## src/rtl/dpll_pkg.sv

```systemverilog
package dpll_pkg;

  typedef enum logic {
    ST_SEARCH = 1'b0,
    ST_TRACK  = 1'b1
  } dpll_state_e;

  typedef struct packed {
    logic early;
    logic ontime;
    logic late;
  } win_pos_t;

endpackage

```

## src/rtl/dpll_sync.sv

```systemverilog
module dpll_sync #(
  parameter int STAGES = 2
) (
  input  logic clk,
  input  logic rst_n,
  input  logic din,
  output logic dat,
  output logic chg
);

  logic [STAGES:0] sh;

  always_ff @(posedge clk or negedge rst_n) begin
    if (!rst_n) sh[0] <= 1'b0;
    else        sh[0] <= din;
  end

  for (genvar g = 1; g <= STAGES; g++) begin : g_stage
    always_ff @(posedge clk or negedge rst_n) begin
      if (!rst_n) sh[g] <= 1'b0;
      else        sh[g] <= sh[g-1];
    end
  end

  assign dat = sh[STAGES-1];
  assign chg = sh[STAGES-1] ^ sh[STAGES];

endmodule

```

## src/rtl/dpll_window.sv

```systemverilog
module dpll_window
  import dpll_pkg::*;
#(
  parameter int OSR       = 16,
  parameter int WIN_EARLY = 2,
  parameter int WIN_LATE  = 2,
  localparam int PW       = $clog2(OSR)
) (
  input  logic [PW-1:0] phase,
  output win_pos_t      pos
);

  localparam logic [PW-1:0] EARLY_LO = PW'(OSR - WIN_EARLY);
  localparam logic [PW-1:0] LATE_HI  = PW'(WIN_LATE);

  always_comb begin
    pos.early  = (phase >= EARLY_LO);
    pos.ontime = (phase == '0);
    pos.late   = (phase != '0) && (phase <= LATE_HI);
  end

endmodule

```

## src/rtl/dpll_phase.sv

```systemverilog
module dpll_phase #(
  parameter int OSR = 16,
  localparam int PW = $clog2(OSR)
) (
  input  logic          clk,
  input  logic          rst_n,
  input  logic          run,
  input  logic          lock,
  input  logic          adv,
  input  logic          ret,
  output logic [PW-1:0] phase
);

  function automatic logic [PW-1:0] step(input logic [PW-1:0] p, input int unsigned k);
    int unsigned s;
    s = int'(p) + k;
    return PW'(s % OSR);
  endfunction

  always_ff @(posedge clk or negedge rst_n) begin
    if (!rst_n)       phase <= '0;
    else if (lock)    phase <= PW'(1);
    else if (!run)    phase <= '0;
    else if (adv)     phase <= step(phase, 2);
    else if (ret)     phase <= phase;
    else              phase <= step(phase, 1);
  end

  // the locking tick is phase 0, so the following tick is phase 1
  a_r3_lock_phase: assert property (@(posedge clk) disable iff (!rst_n)
    $past(lock) |-> phase == PW'(1));

  // a late transition holds the counter for one tick
  a_r4_late_hold: assert property (@(posedge clk) disable iff (!rst_n)
    ($past(run) && $past(ret) && !$past(lock)) |-> $stable(phase));

endmodule

```

## src/rtl/dpll_track.sv

```systemverilog
module dpll_track
  import dpll_pkg::*;
#(
  parameter int OSR      = 16,
  parameter int WIN_LATE = 2,
  localparam int PW      = $clog2(OSR)
) (
  input  logic          clk,
  input  logic          rst_n,
  input  logic          en,
  input  logic          enc_fm,
  input  logic          chg,
  input  logic [PW-1:0] phase,
  input  win_pos_t      pos,
  output dpll_state_e   state,
  output logic          lock,
  output logic          adv,
  output logic          ret,
  output logic          miss_one,
  output logic          miss_two
);

  localparam logic [PW-1:0] CLOSE_PH = PW'(WIN_LATE);

  logic seen, skip, pend;
  logic in_win, checked, act, close_w;

  assign in_win  = pos.early | pos.ontime | pos.late;
  assign checked = !(enc_fm && skip);
  assign lock    = en && (state == ST_SEARCH) && chg;
  assign act     = (state == ST_TRACK) && in_win && chg && checked;
  assign adv     = act && pos.early;
  assign ret     = act && pos.late;
  assign close_w = (state == ST_TRACK) && (phase == CLOSE_PH) && !ret;

  always_ff @(posedge clk or negedge rst_n) begin
    if (!rst_n) begin
      state <= ST_SEARCH; seen <= 1'b0; skip <= 1'b0; pend <= 1'b0;
      miss_one <= 1'b0; miss_two <= 1'b0;
    end else if (!en) begin
      state <= ST_SEARCH; seen <= 1'b0; skip <= 1'b0; pend <= 1'b0;
      miss_one <= 1'b0; miss_two <= 1'b0;
    end else if (lock) begin
      state <= ST_TRACK; seen <= 1'b1; skip <= 1'b0; pend <= 1'b0;
    end else if (state == ST_TRACK) begin
      if (act) seen <= 1'b1;
      if (close_w) begin
        seen <= 1'b0;
        if (enc_fm) skip <= ~skip;
        if (checked) begin
          if (seen) begin
            pend <= 1'b0;
          end else begin
            miss_one <= 1'b1;
            if (pend) begin
              miss_two <= 1'b1;
              state    <= ST_SEARCH;
              pend     <= 1'b0;
            end else begin
              pend <= 1'b1;
            end
          end
        end
      end
    end
  end

  // the second flag and the drop back to hunting happen together
  a_r6_two_miss_search: assert property (@(posedge clk) disable iff (!rst_n)
    $rose(miss_two) |-> state == ST_SEARCH);

  // the first flag holds while enable stays high
  a_r5_miss_sticky: assert property (@(posedge clk) disable iff (!rst_n)
    (en && $past(en) && $past(miss_one)) |-> miss_one);

  // a tick with enable low leaves both flags clear
  a_r7_clear_on_disable: assert property (@(posedge clk) disable iff (!rst_n)
    !$past(en) |-> (!miss_one && !miss_two));

  // flag ordering
  a_r10_flag_order: assert property (@(posedge clk) disable iff (!rst_n)
    miss_two |-> miss_one);

endmodule

```

## src/rtl/dpll_clk_recover.sv

```systemverilog
module dpll_clk_recover
  import dpll_pkg::*;
#(
  parameter int OSR         = 16,
  parameter int SAMPLE_TICK = 8,
  parameter int WIN_EARLY   = 2,
  parameter int WIN_LATE    = 2,
  parameter int SYNC_STAGES = 2
) (
  input  logic clk,
  input  logic rst_n,
  input  logic en,
  input  logic enc_fm,
  input  logic rxd,
  output logic bit_stb,
  output logic bit_dat,
  output logic miss_one,
  output logic miss_two
);

  localparam int PW = $clog2(OSR);
  localparam logic [PW-1:0] SMP_PH = PW'(SAMPLE_TICK);

  logic          dat_s, chg;
  logic [PW-1:0] phase;
  win_pos_t      pos;
  dpll_state_e   state;
  logic          lock, adv, ret;

  dpll_sync #(.STAGES(SYNC_STAGES)) u_sync (
    .clk(clk), .rst_n(rst_n), .din(rxd), .dat(dat_s), .chg(chg)
  );

  dpll_window #(.OSR(OSR), .WIN_EARLY(WIN_EARLY), .WIN_LATE(WIN_LATE)) u_win (
    .phase(phase), .pos(pos)
  );

  dpll_track #(.OSR(OSR), .WIN_LATE(WIN_LATE)) u_track (
    .clk(clk), .rst_n(rst_n), .en(en), .enc_fm(enc_fm), .chg(chg),
    .phase(phase), .pos(pos), .state(state), .lock(lock), .adv(adv),
    .ret(ret), .miss_one(miss_one), .miss_two(miss_two)
  );

  dpll_phase #(.OSR(OSR)) u_phase (
    .clk(clk), .rst_n(rst_n), .run(state == ST_TRACK), .lock(lock),
    .adv(adv), .ret(ret), .phase(phase)
  );

  assign bit_stb = (state == ST_TRACK) && (phase == SMP_PH);
  assign bit_dat = dat_s;

  // a strobe never lasts two ticks
  a_r9_stb_single: assert property (@(posedge clk) disable iff (!rst_n)
    bit_stb |=> !bit_stb);

  // no strobe while disabled
  a_r1_quiet_disabled: assert property (@(posedge clk) disable iff (!rst_n)
    !$past(en) |-> !bit_stb);

endmodule

```

## config.mk

```make
export PLATFORM = sky130hd
export DESIGN_NAME = dpll_clk_recover
export DESIGN_NICKNAME = d
export VERILOG_FILES = /design/src/rtl/dpll_pkg.sv /design/src/rtl/dpll_sync.sv /design/src/rtl/dpll_window.sv /design/src/rtl/dpll_phase.sv /design/src/rtl/dpll_track.sv /design/src/rtl/dpll_clk_recover.sv
export SDC_FILE = /design/constraint.sdc
export NUM_CORES = 1
export LEC_CHECK = 0
export ABC_AREA = 0
export BUFFER_PORTS_ARGS = -buffer_cell sky130_fd_sc_hd__buf_2
export CORE_MARGIN = 2
export CORE_UTILIZATION = 55
export CTS_BUF_LIST = sky130_fd_sc_hd__clkbuf_4 sky130_fd_sc_hd__clkbuf_8
export DETAILED_ROUTE_END_ITERATION = 10
export GPL_TIMING_DRIVEN = 0
export PLACE_DENSITY = 0.76
export SYNTH_ARGS = -nofsm -noshare
export SYNTH_HDL_FRONTEND = slang
export SYNTH_SLANG_ARGS = --single-unit
```

## constraint.sdc

```tcl
create_clock -name clk -period 4.5 [get_ports clk]
set_input_delay 0.45 -clock clk [delete_from_list [all_inputs] [get_ports clk]]
set_output_delay 0.45 -clock clk [all_outputs]
set_load 0.01 [all_outputs]
```

==> out/results.ini, run 1 <==
[outcome]
status=finished, final reports clean

[sta]
period_minus_slack_ns=2.06
maxSlewViolCount=0
tightest_slew_ns=0.494
rsz0062_at_grt=false
min_period_over_period=0.459
finalWorstSetupSlack_ns=2.44
max_slew_margin=0.668
fin_skew_ns=0.00883
fmax_ghz=0.484
final.setup.tns_ns=0
hold_viol=0
setup_viol=0

[placed_design]
portBuffers=8
dpl.hpwl_um=1040
dp_slack_ns=2.56
gp_congestion=0.808

[global_route]
antenna_found_initial=0
track_usage=0.181
grt_overflow=0
grt_max_degree=14
grt_pass1_wl_um=2460
grt_pass1_vias=607

[synthesis]
synth_edf_count=0
avgSynthCellArea_um2=10.3
synth-main-ff-cell=dfrtp_1
syn_inst=76
synth_cell_types=37
ys_ff_latch=13
syn-cell-area_um2=785
ys_warn_count=0
synth.net_count=86
ys_async_sr_fraction=1.00
yosysSeqAreaShare=0.415

[cts]
clk_path_buf_depth=2
htree_levels=1
clk_latency_ns=0.27
clock-root-buffer=clkbuf_4
cts_resized=0
cts_buffers=3
clock_sinks=13
cts_setup_buffers=0
cts_tree=done
cts.clk_slew.worst_paths_ns=0.08
hold_buffers=0

[setup_path]
arrival_ns=1.61
cp-start-kind=flip-flop
required_ns=4.05
critPathMaxFanout=5
end_kind=output port
critical_path_class=flip-flop to output port

[floorplan]
row_count=13
die_h_um=41.8
dieWidth_um=41.8
io_pins=9
start_util=0.595
core_mm2=0.00132
die-area_mm2=0.00174

[drt]
via_per_inst=5.72
drt_pre_antenna_iters=4
wl_per_cell_um=13.2
detail-route-antenna-nets=0
drt-initial-drc-count=4
drc=0
vias=589
drt_wl_total_um=1360

[power_and_ir_drop]
ir_worst_vdd_v=0.000234
leakagePower_nw=0.403
p_per_area_mw_per_mm2=315

[hold_path]
hold_path_class=input port to async pin

[final_layout]
drive_gt1_frac=0.205
post-route-util=0.663
area_growth_pct=11.3
antenna_cells=0
nets=99

[run]
maxCapViolations=0

metal layers:
layer	vias to the layer above	global-route usage	share of wire
met3	0	0.0696	0.054
li1	302	-	-
met1	271	0.216	0.46
met4	0	0.0516	0
met5	-	0	0
met2	16	0.303	0.48
where the power goes:
group	total (W)	internal, W	switching, W
Combinational	0.0000640	0.0000275	0.0000364
Sequential	0.000136	0.000125	0.0000114
Clock	0.0000746	0.0000403	0.0000343
Total	0.000275	0.000193	0.0000822
state kept, by name, indices dropped and copies added, names as in the netlist:
| name | count |
|---|---|
| u_phase.phase | 4 |
| u_sync.dat | 1 |
| u_sync.sh | 2 |
| u_track.miss_one | 1 |
| u_track.miss_two | 1 |
| u_track.pend | 1 |
| u_track.seen | 1 |
| u_track.skip | 1 |
| u_track.state | 1 |
cell usage after synthesis (2+ instances only):
library cell   n  share of area
nor2_1         3          0.014
dfrtp_1       13           0.41
inv_1          7          0.033
o21a_1         3          0.029
a21oi_1        2          0.013
a32o_1         3          0.038
nor3_1         2          0.013
or2_1          2          0.016
o21ai_0        2          0.013
nand2b_1       2          0.016
ha_1           5          0.080
buf_2          2          0.013
nor2b_1        3          0.024
nand2_1        4          0.019
cells by family (layout without fill, tap and decap cells):
family          count (synthesis)  count (layout)  synth area share
compound gates                 22              22             0.236
xor+xnor                        2               2            0.0223
fa+ha+maj                       5               5            0.0797
buf+inv                        10              22            0.0510
flops                          13              13             0.415
mux                             2               2            0.0271
simple gates                   22              22             0.169
final cells by class:
| class | count | area, µm² |
|---|---|---|
| tap | 15 | 18.8 |
| inverter | 8 | 30.0 |
| buffer | 2 | 10.0 |
| sequential | 13 | 325 |
| fill | 107 | 444 |
| timing repair buffer | 8 | 40.0 |
| multi-input combinational | 53 | 419 |
| clock buffer | 4 | 30.0 |
per-stage QoR:
step	hold WS, ns	std cells	power [W]	cell area, µm²
final	0.0435	103	0.000275	873
after detailed placement	0.342	99	0.000202	843
after CTS	0.0440	103	0.000278	873
after global placement	0.340	99	0.000202	843
after floorplan	0.154	76	0.000184	785
after global routing	0.0641	103	0.000294	873
path summary, 6_finish.rpt:
check	from	endpoint	slack (ns)	cells after the start
max	u_phase.phase[0]	bit_stb	2.44	5
min in group clk	rxd	u_sync.sh[0]	0.29	1
min reg2reg	u_sync.sh[0]	u_sync.dat	0.36	0
min	rst_n	u_track.skip	0.04	1
max reg2reg	u_phase.phase[1]	u_track.pend	2.56	6
max in group asynchronous	rst_n	u_phase.phase[2]	4.23	1
layout by cell type (no fill, tap or decap), drive strengths merged, types with 2 or more instances in the layout:
cell / count
a211oi: 2
a21oi: 2
a32o: 3
buf: 10
clkbuf: 4
dfrtp: 13
ha: 5
inv: 7
nand2: 4
nand2b: 2
nor2: 3
nor2b: 3
nor3: 2
o21a: 3
o21ai: 2
or2: 2
critical path, stage by stage (launching register included):
cell,delay (ns)
dfrtp_1,0.43
inv_1,0.16
ha_1,0.20
nor2b_1,0.26
and3_1,0.19
buf_2,0.12
Note: power is estimated with default switching activity, not from simulation.
==> run 2, diff against run 1 <==
--- a/config.mk
+++ b/config.mk
@@ -8,7 +8,7 @@
 export ABC_AREA = 0
 export BUFFER_PORTS_ARGS = -buffer_cell sky130_fd_sc_hd__buf_2
 export CORE_MARGIN = 2
-export CORE_UTILIZATION = 55
+export CORE_UTILIZATION = 53
 export CTS_BUF_LIST = sky130_fd_sc_hd__clkbuf_4 sky130_fd_sc_hd__clkbuf_8
 export DETAILED_ROUTE_END_ITERATION = 10
 export GPL_TIMING_DRIVEN = 0
==> constraint.sdc (replaced) <==
create_clock -name clk -period 1.85 [get_ports clk]
set_input_delay 0.185 -clock clk [delete_from_list [all_inputs] [get_ports clk]]
set_output_delay 0.185 -clock clk [all_outputs]
set_load 0.01 [all_outputs]
==> run 2 against run 1 <==
Effect of this change:
- routed wire length is 18% higher
- die area rose by 3.4%
- global-route usage increased by 3.5 points
- sequential cell count is the same
- final cell count up 3.9%
- count of clock-buffer cells in the layout stayed put
- largest power group unchanged
- hold slack gained 0.13 ns
- utilization up 3.3 points
- worst setup slack worse by 2.4 ns
- clock skew decreased by 0.0022 ns
==> out/results.ini, run 2 (synthesized netlist as in run 1, its figures left out) <==
[sta]
finalWorstSetupSlack_ns=0.0832  ; was 2.44 ns
setup_viol=0  ; unchanged
max_slew_margin=0.729  ; was 0.668
tightest_slew_ns=0.405  ; was 0.494 ns
fmax_ghz=0.566
rsz0062_at_grt=true  ; was false
period_minus_slack_ns=1.77
min_period_over_period=0.955
maxSlewViolCount=0  ; unchanged
final.setup.tns_ns=0  ; unchanged
fin_skew_ns=0.00660  ; was 0.00883 ns
hold_viol=0  ; unchanged

[power_and_ir_drop]
ir_worst_vdd_v=0.000502  ; was 0.000234 V
leakagePower_nw=0.426  ; was 0.403 nW
p_per_area_mw_per_mm2=778  ; was 315 mW/mm²

[floorplan]
start_util=0.588  ; was 0.595
core_mm2=0.00133  ; was 0.00132 mm²
io_pins=9  ; unchanged
row_count=13  ; unchanged
die-area_mm2=0.00180  ; was 0.00174 mm²
die_h_um=42.5  ; was 41.8 µm
dieWidth_um=42.5  ; was 41.8 µm

[run]
maxCapViolations=0  ; unchanged

[setup_path]
cp_cell_sequence=inv_1 -> ha_1 -> nor2b_2 -> o31ai_2 -> nor3_1 -> o221a_1  ; was inv_1 -> ha_1 -> nor2b_1 -> and3_1 -> buf_2
cp_top_family=compound AO/OA/AOI/OAI gates  ; was simple AND/OR/NAND/NOR gates
slowest_stage=dfrtp_2  ; was dfrtp_1
cp_num_buf_inv=1  ; was 2
arrival_ns=1.94  ; was 1.61 ns
cp-start-kind=flip-flop  ; unchanged
r2r_slack_ns=0.08  ; was 2.56 ns
critical_path_class=flip-flop to flip-flop  ; was flip-flop to output port
end_kind=flip-flop  ; was output port
cpPeakStageDelay_ns=0.46  ; was 0.43 ns
critPathMaxFanout=10  ; was 5
required_ns=2.03  ; was 4.05 ns

[drt]
via_per_inst=6.07  ; was 5.72
detail-route-antenna-nets=0  ; unchanged
wl_per_cell_um=15.0  ; was 13.2 µm
drc=0  ; unchanged
vias=650  ; was 589
drt_wl_total_um=1610  ; was 1360 µm
drt_pre_antenna_iters=4  ; unchanged
drt-initial-drc-count=18  ; was 4

[final_layout]
final_cell_mix=dfrtp_1, buf_2, inv_1  ; unchanged
area_growth_pct=18.3  ; was 11.3%
final_common_cell=dfrtp_1  ; unchanged
final_cell_area_um2=928  ; was 873 µm²
nets=103  ; was 99
post-route-util=0.696  ; was 0.663
biggestRegsByFlops=u_phase.phase (4), u_sync.sh (2)  ; unchanged
top_register=u_phase.phase  ; unchanged
drive_gt1_frac=0.283  ; was 0.205
layoutNonFillerInstCount=107  ; was 103
largest_reg_flops=4  ; unchanged
antenna_cells=0  ; unchanged
fillers=111  ; was 107

[placed_design]
dpl-instance-area_um2=843  ; unchanged
gp_congestion=0.802  ; was 0.808
dp.cells=99  ; unchanged
dpl.hpwl_um=1140  ; was 1040 µm
portBuffers=8  ; unchanged
dp_slack_ns=-0.122  ; was 2.56 ns

[cts]
cts_tree=done  ; unchanged
clock-root-buffer=clkbuf_4  ; unchanged
cts_buffers=3  ; unchanged
cts.clk_slew.worst_paths_ns=0.08  ; about the same
htree_levels=1  ; unchanged
clk_path_buf_depth=2  ; unchanged
clock_sinks=13  ; unchanged
clk_latency_ns=0.29  ; was 0.27 ns

[global_route]
track_usage=0.216  ; was 0.181
grt_pass1_wl_um=2920  ; was 2460 µm
grt_max_degree=14  ; unchanged
grt_overflow=0  ; unchanged
antenna_found_initial=0  ; unchanged
grt_pass1_vias=668  ; was 607

[hold_path]
hold_path_class=input port to flip-flop  ; was input port to async pin

[outcome]
status=finished, final reports clean  ; unchanged

==> run 2: cell types whose count changed in the layout (fill, tap and decap cells not counted), sizes merged <==
cell and change:
dlygate4sd3 +2, buf +2
==> run 2: through the flow <==
step | hold WS (ns) | power, W
6_report | 0.169 | 0.000722
4_1_cts | 0.167 | 0.000719
5_1_grt | 0.160 | 0.000767
3_5_place_dp | 0.0841 | 0.000498
2_1_floorplan | -0.111 | 0.000448
3_3_place_gp | 0.0764 | 0.000491
==> run 2: cell type report <==
type / instances / area, µm² / area share
inverter: 8 / 30.0 / 0.0323
buffer: 2 / 10.0 / 0.0108
tap: 15 / 18.8 / 0.0202
clock buffer: 4 / 30.0 / 0.0323
multi-input combinational: 53 / 438 / 0.472
timing repair buffer: 12 / 75.1 / 0.0809
sequential: 13 / 327 / 0.352
==> run 2: routing by layer <==
metal | share of wire | global-route usage | vias up | routed length [µm]
li1 | - | - | 311 | -
met1 | 0.45 | 0.256 | 323 | 730
met2 | 0.49 | 0.369 | 13 | 789
met3 | 0.043 | 0.0647 | 3 | 69
met4 | 0.013 | 0.0750 | 0 | 21
met5 | 0 | 0 | - | 0
==> run 2: path summary, 6_finish.rpt <==
check	from	to	cells past startpoint
max reg2reg	u_phase.phase[1]	u_track.pend	6
max in group asynchronous	rst_n	u_phase.phase[1]	2
min in group asynchronous	rst_n	u_track.skip	2
min	en	u_track.miss_one	2
max	u_phase.phase[1]	u_track.pend	6
min reg2reg	u_sync.sh[0]	u_sync.dat	0
==> run 2: power breakdown <==
part / internal, W / switching (W)
Sequential: 0.000305 / 0.0000275
Clock: 0.0000986 / 0.0000936
Combinational: 0.0000902 / 0.000107
==> run 2: what timing repair did <==
action,in CTS,in global routing
pin swaps,1,1
endpoints found under the hold margin,14,0
hold buffers,2,0
gates resized for setup,3,3
setup endpoints to repair,7,4
buffers inserted,2,0
==> run 3, diff against run 2 <==
--- a/config.mk
+++ b/config.mk
@@ -8,11 +8,14 @@
 export ABC_AREA = 0
 export BUFFER_PORTS_ARGS = -buffer_cell sky130_fd_sc_hd__buf_2
 export CORE_MARGIN = 2
-export CORE_UTILIZATION = 53
+export CORE_UTILIZATION = 52
 export CTS_BUF_LIST = sky130_fd_sc_hd__clkbuf_4 sky130_fd_sc_hd__clkbuf_8
+export CTS_CLUSTER_SIZE = 30
 export DETAILED_ROUTE_END_ITERATION = 10
 export GPL_TIMING_DRIVEN = 0
 export PLACE_DENSITY = 0.76
+export SLEW_MARGIN = 20
 export SYNTH_ARGS = -nofsm -noshare
 export SYNTH_HDL_FRONTEND = slang
+export SYNTH_HIERARCHICAL = 1
 export SYNTH_SLANG_ARGS = --single-unit
==> run 3 against run 2 <==
Effect of this change:
- combinational power down 49%
- largest cell class unchanged
- sequential power down 1%
- final cell count down 7.5%
- fmax up 0.42%
- total power down 17%
- critical path depth down 1
- non-clock buffer count down 4
- first-iteration DRC count down 44%
- area after synthesis down 10%
- clock power down 12%
- highest routed layer unchanged
- synthesized cell count down 7.9%
- via count down 16%
==> out/results.ini, run 3 <==
[synthesis]
synth-main-ff-cell=dfrtp_1  ; unchanged
ys_ff_latch=13  ; unchanged
ys_top_cells_by_area=dfrtp_1, nor2_1, ha_1  ; was dfrtp_1, ha_1, a32o_1
syn-cell-area_um2=704  ; was 785 µm²
synth_most_common_cell=dfrtp_1  ; unchanged
synth_edf_count=0  ; unchanged
synth_top_area_cell=dfrtp_1  ; unchanged
synth_cell_types=33  ; was 37
ys_warn_count=6  ; was 0
ys_async_sr_fraction=1.00  ; unchanged
yosysSeqAreaShare=0.462  ; was 0.415
synth_top_area_frac=0.462  ; was 0.415
avgSynthCellArea_um2=10.1  ; was 10.3 µm²
syn_inst=70  ; was 76
synth.net_count=77  ; was 86
synthTopCellsByCount=dfrtp_1, nor2_1, nand2_1  ; was dfrtp_1, inv_1, ha_1

[drt]
drt-initial-drc-count=10  ; was 18
drc=0  ; unchanged
vias=547  ; was 650
wl_per_cell_um=12.1  ; was 15.0 µm
via_per_inst=5.53  ; was 6.07
detail-route-antenna-nets=0  ; unchanged
drt_pre_antenna_iters=3  ; was 4
drt_wl_total_um=1200  ; was 1610 µm

[final_layout]
final_cell_mix=dfrtp_1, buf_2, nor2_1  ; was dfrtp_1, buf_2, inv_1
nets=92  ; was 103
largest_reg_flops=4  ; unchanged
top_register=u_phase/phase  ; was u_phase.phase
antenna_cells=0  ; unchanged
drive_gt1_frac=0.202  ; was 0.283
area_growth_pct=16.3  ; was 18.3%
biggestRegsByFlops=u_phase/phase (4), u_sync/sh (2)  ; was u_phase.phase (4), u_sync.sh (2)
final_common_cell=dfrtp_1  ; unchanged

[placed_design]
dp_slack_ns=0.0645  ; was -0.122 ns
portBuffers=8  ; unchanged
dpl.hpwl_um=882  ; was 1140 µm
gp_congestion=0.694  ; was 0.802

[power_and_ir_drop]
leakagePower_nw=0.412  ; was 0.426 nW
p_per_area_mw_per_mm2=731  ; was 778 mW/mm²
ir_worst_vdd_v=0.000582  ; was 0.000502 V

[setup_path]
required_ns=2.05  ; was 2.03 ns
cp-start-kind=flip-flop  ; unchanged
critPathMaxFanout=6  ; was 10
arrival_ns=1.96  ; was 1.94 ns
r2r_slack_ns=0.09  ; was 0.08 ns
end_kind=flip-flop  ; unchanged
critical_path_class=flip-flop to flip-flop  ; unchanged

[floorplan]
core_mm2=0.00128  ; was 0.00133 mm²
dieWidth_um=40.8  ; was 42.5 µm
start_util=0.548  ; was 0.588
die-area_mm2=0.00167  ; was 0.00180 mm²
io_pins=9  ; unchanged
die_h_um=40.8  ; was 42.5 µm
row_count=13  ; unchanged

[global_route]
grt_pass1_vias=427  ; was 668
grt_max_degree=14  ; unchanged
grt_overflow=0  ; unchanged
grt_pass1_wl_um=1800  ; was 2920 µm
track_usage=0.169  ; was 0.216
antenna_found_initial=0  ; unchanged

[cts]
cts_buffers=3  ; unchanged
clock_sinks=13  ; unchanged
cts_tree=done  ; unchanged
cts_setup_buffers=0  ; was 2
clock-root-buffer=clkbuf_4  ; unchanged
clk_path_buf_depth=2  ; unchanged
htree_levels=1  ; unchanged
cts.clk_slew.worst_paths_ns=0.08  ; about the same
clk_latency_ns=0.27  ; was 0.29 ns

[sta]
setup_viol=0  ; unchanged
fin_skew_ns=0.000677  ; was 0.00660 ns
hold_viol=0  ; unchanged
rsz0062_at_grt=false  ; was true
final.setup.tns_ns=0  ; unchanged
fmax_ghz=0.568  ; was 0.566 GHz
max_slew_margin=0.739  ; was 0.729
period_minus_slack_ns=1.76  ; was 1.77 ns
finalWorstSetupSlack_ns=0.0905  ; was 0.0832 ns
maxSlewViolCount=0  ; unchanged
fin_hold_ws_ns=0.188  ; was 0.169 ns
tightest_slew_ns=0.385  ; was 0.405 ns
min_period_over_period=0.951  ; was 0.955

[hold_path]
hold_path_class=input port to flip-flop  ; unchanged

[run]
maxCapViolations=0  ; unchanged

[outcome]
status=finished, final reports clean  ; unchanged

[run 3: power breakdown]
part | internal (W) | switching (W)
Sequential | 0.000301 | 0.0000272
Clock | 0.0000800 | 0.0000893
Combinational | 0.0000509 | 0.0000505
[run 3: layer usage]
metal  track usage  routed length [µm]  part of all wire
met4         0.100                   5            0.0042
met3        0.0326                  27             0.023
met2         0.227                 534              0.45
met1         0.249                 628              0.53
met5             0                   0                 0
[run 3: cell type report]
cell class                 instances  area [µm²]
multi-input combinational         55         379
fill                             116         465
clock inverter                     1        5.00
sequential                        13         327
timing repair buffer              10        60.1
inverter                           2        7.51
clock buffer                       3        22.5
tap                               15        18.8
[run 3: kinds of logic (layout without fill, tap and decap cells)]
family / count (synthesis) / after routing / share of synthesized area
AO/OA/AOI/OAI: 13 / 13 / 0.124
XOR/XNOR: 4 / 4 / 0.0497
adder cells (fa/ha/maj): 2 / 2 / 0.0355
buffers and inverters: 2 / 16 / 0.0107
flip-flops: 13 / 13 / 0.462
multiplexers: 2 / 2 / 0.0302
AND/OR/NAND/NOR: 34 / 34 / 0.288
[run 3: worst max-delay path, stage by stage, from the launching register on]
cell,delay (ns)
dfrtp_1,0.40
xor2_2,0.20
and2_1,0.18
a311o_1,0.38
or3b_1,0.39
a31oi_1,0.13
[run 3: path summary, 6_finish.rpt]
kind,startpoint,end,cells after the start
worst max-delay path,u_sync/sh[2],u_track/skip,5
worst min-delay path,en,u_track/seen,3
worst max register to register,u_sync/sh[2],u_track/skip,5
worst min register to register,u_sync/sh[0],u_sync/dat,0
max in group asynchronous,rst_n,u_phase/phase[1],2
min in group asynchronous,rst_n,u_sync/dat,2
[run 3: timing repair]
item                                    in CTS  in global routing
endpoints found under the setup margin       0                  6
gates resized for setup                      0                  2
hold buffers                                 1                  1
endpoints found under the hold margin       13                  1
[run 3: per-stage QoR]
| stage | utilization | cells | total power, W | cell area (µm²) |
|---|---|---|---|---|
| floorplan | - | 70 | 0.000398 | 704 |
| global placement | 0.594 | 93 | 0.000425 | 763 |
| detailed placement | 0.594 | 93 | 0.000431 | 763 |
| CTS | 0.623 | 98 | 0.000605 | 801 |
| global route | 0.638 | 99 | 0.000641 | 820 |
| finish | 0.638 | 99 | 0.000599 | 820 |
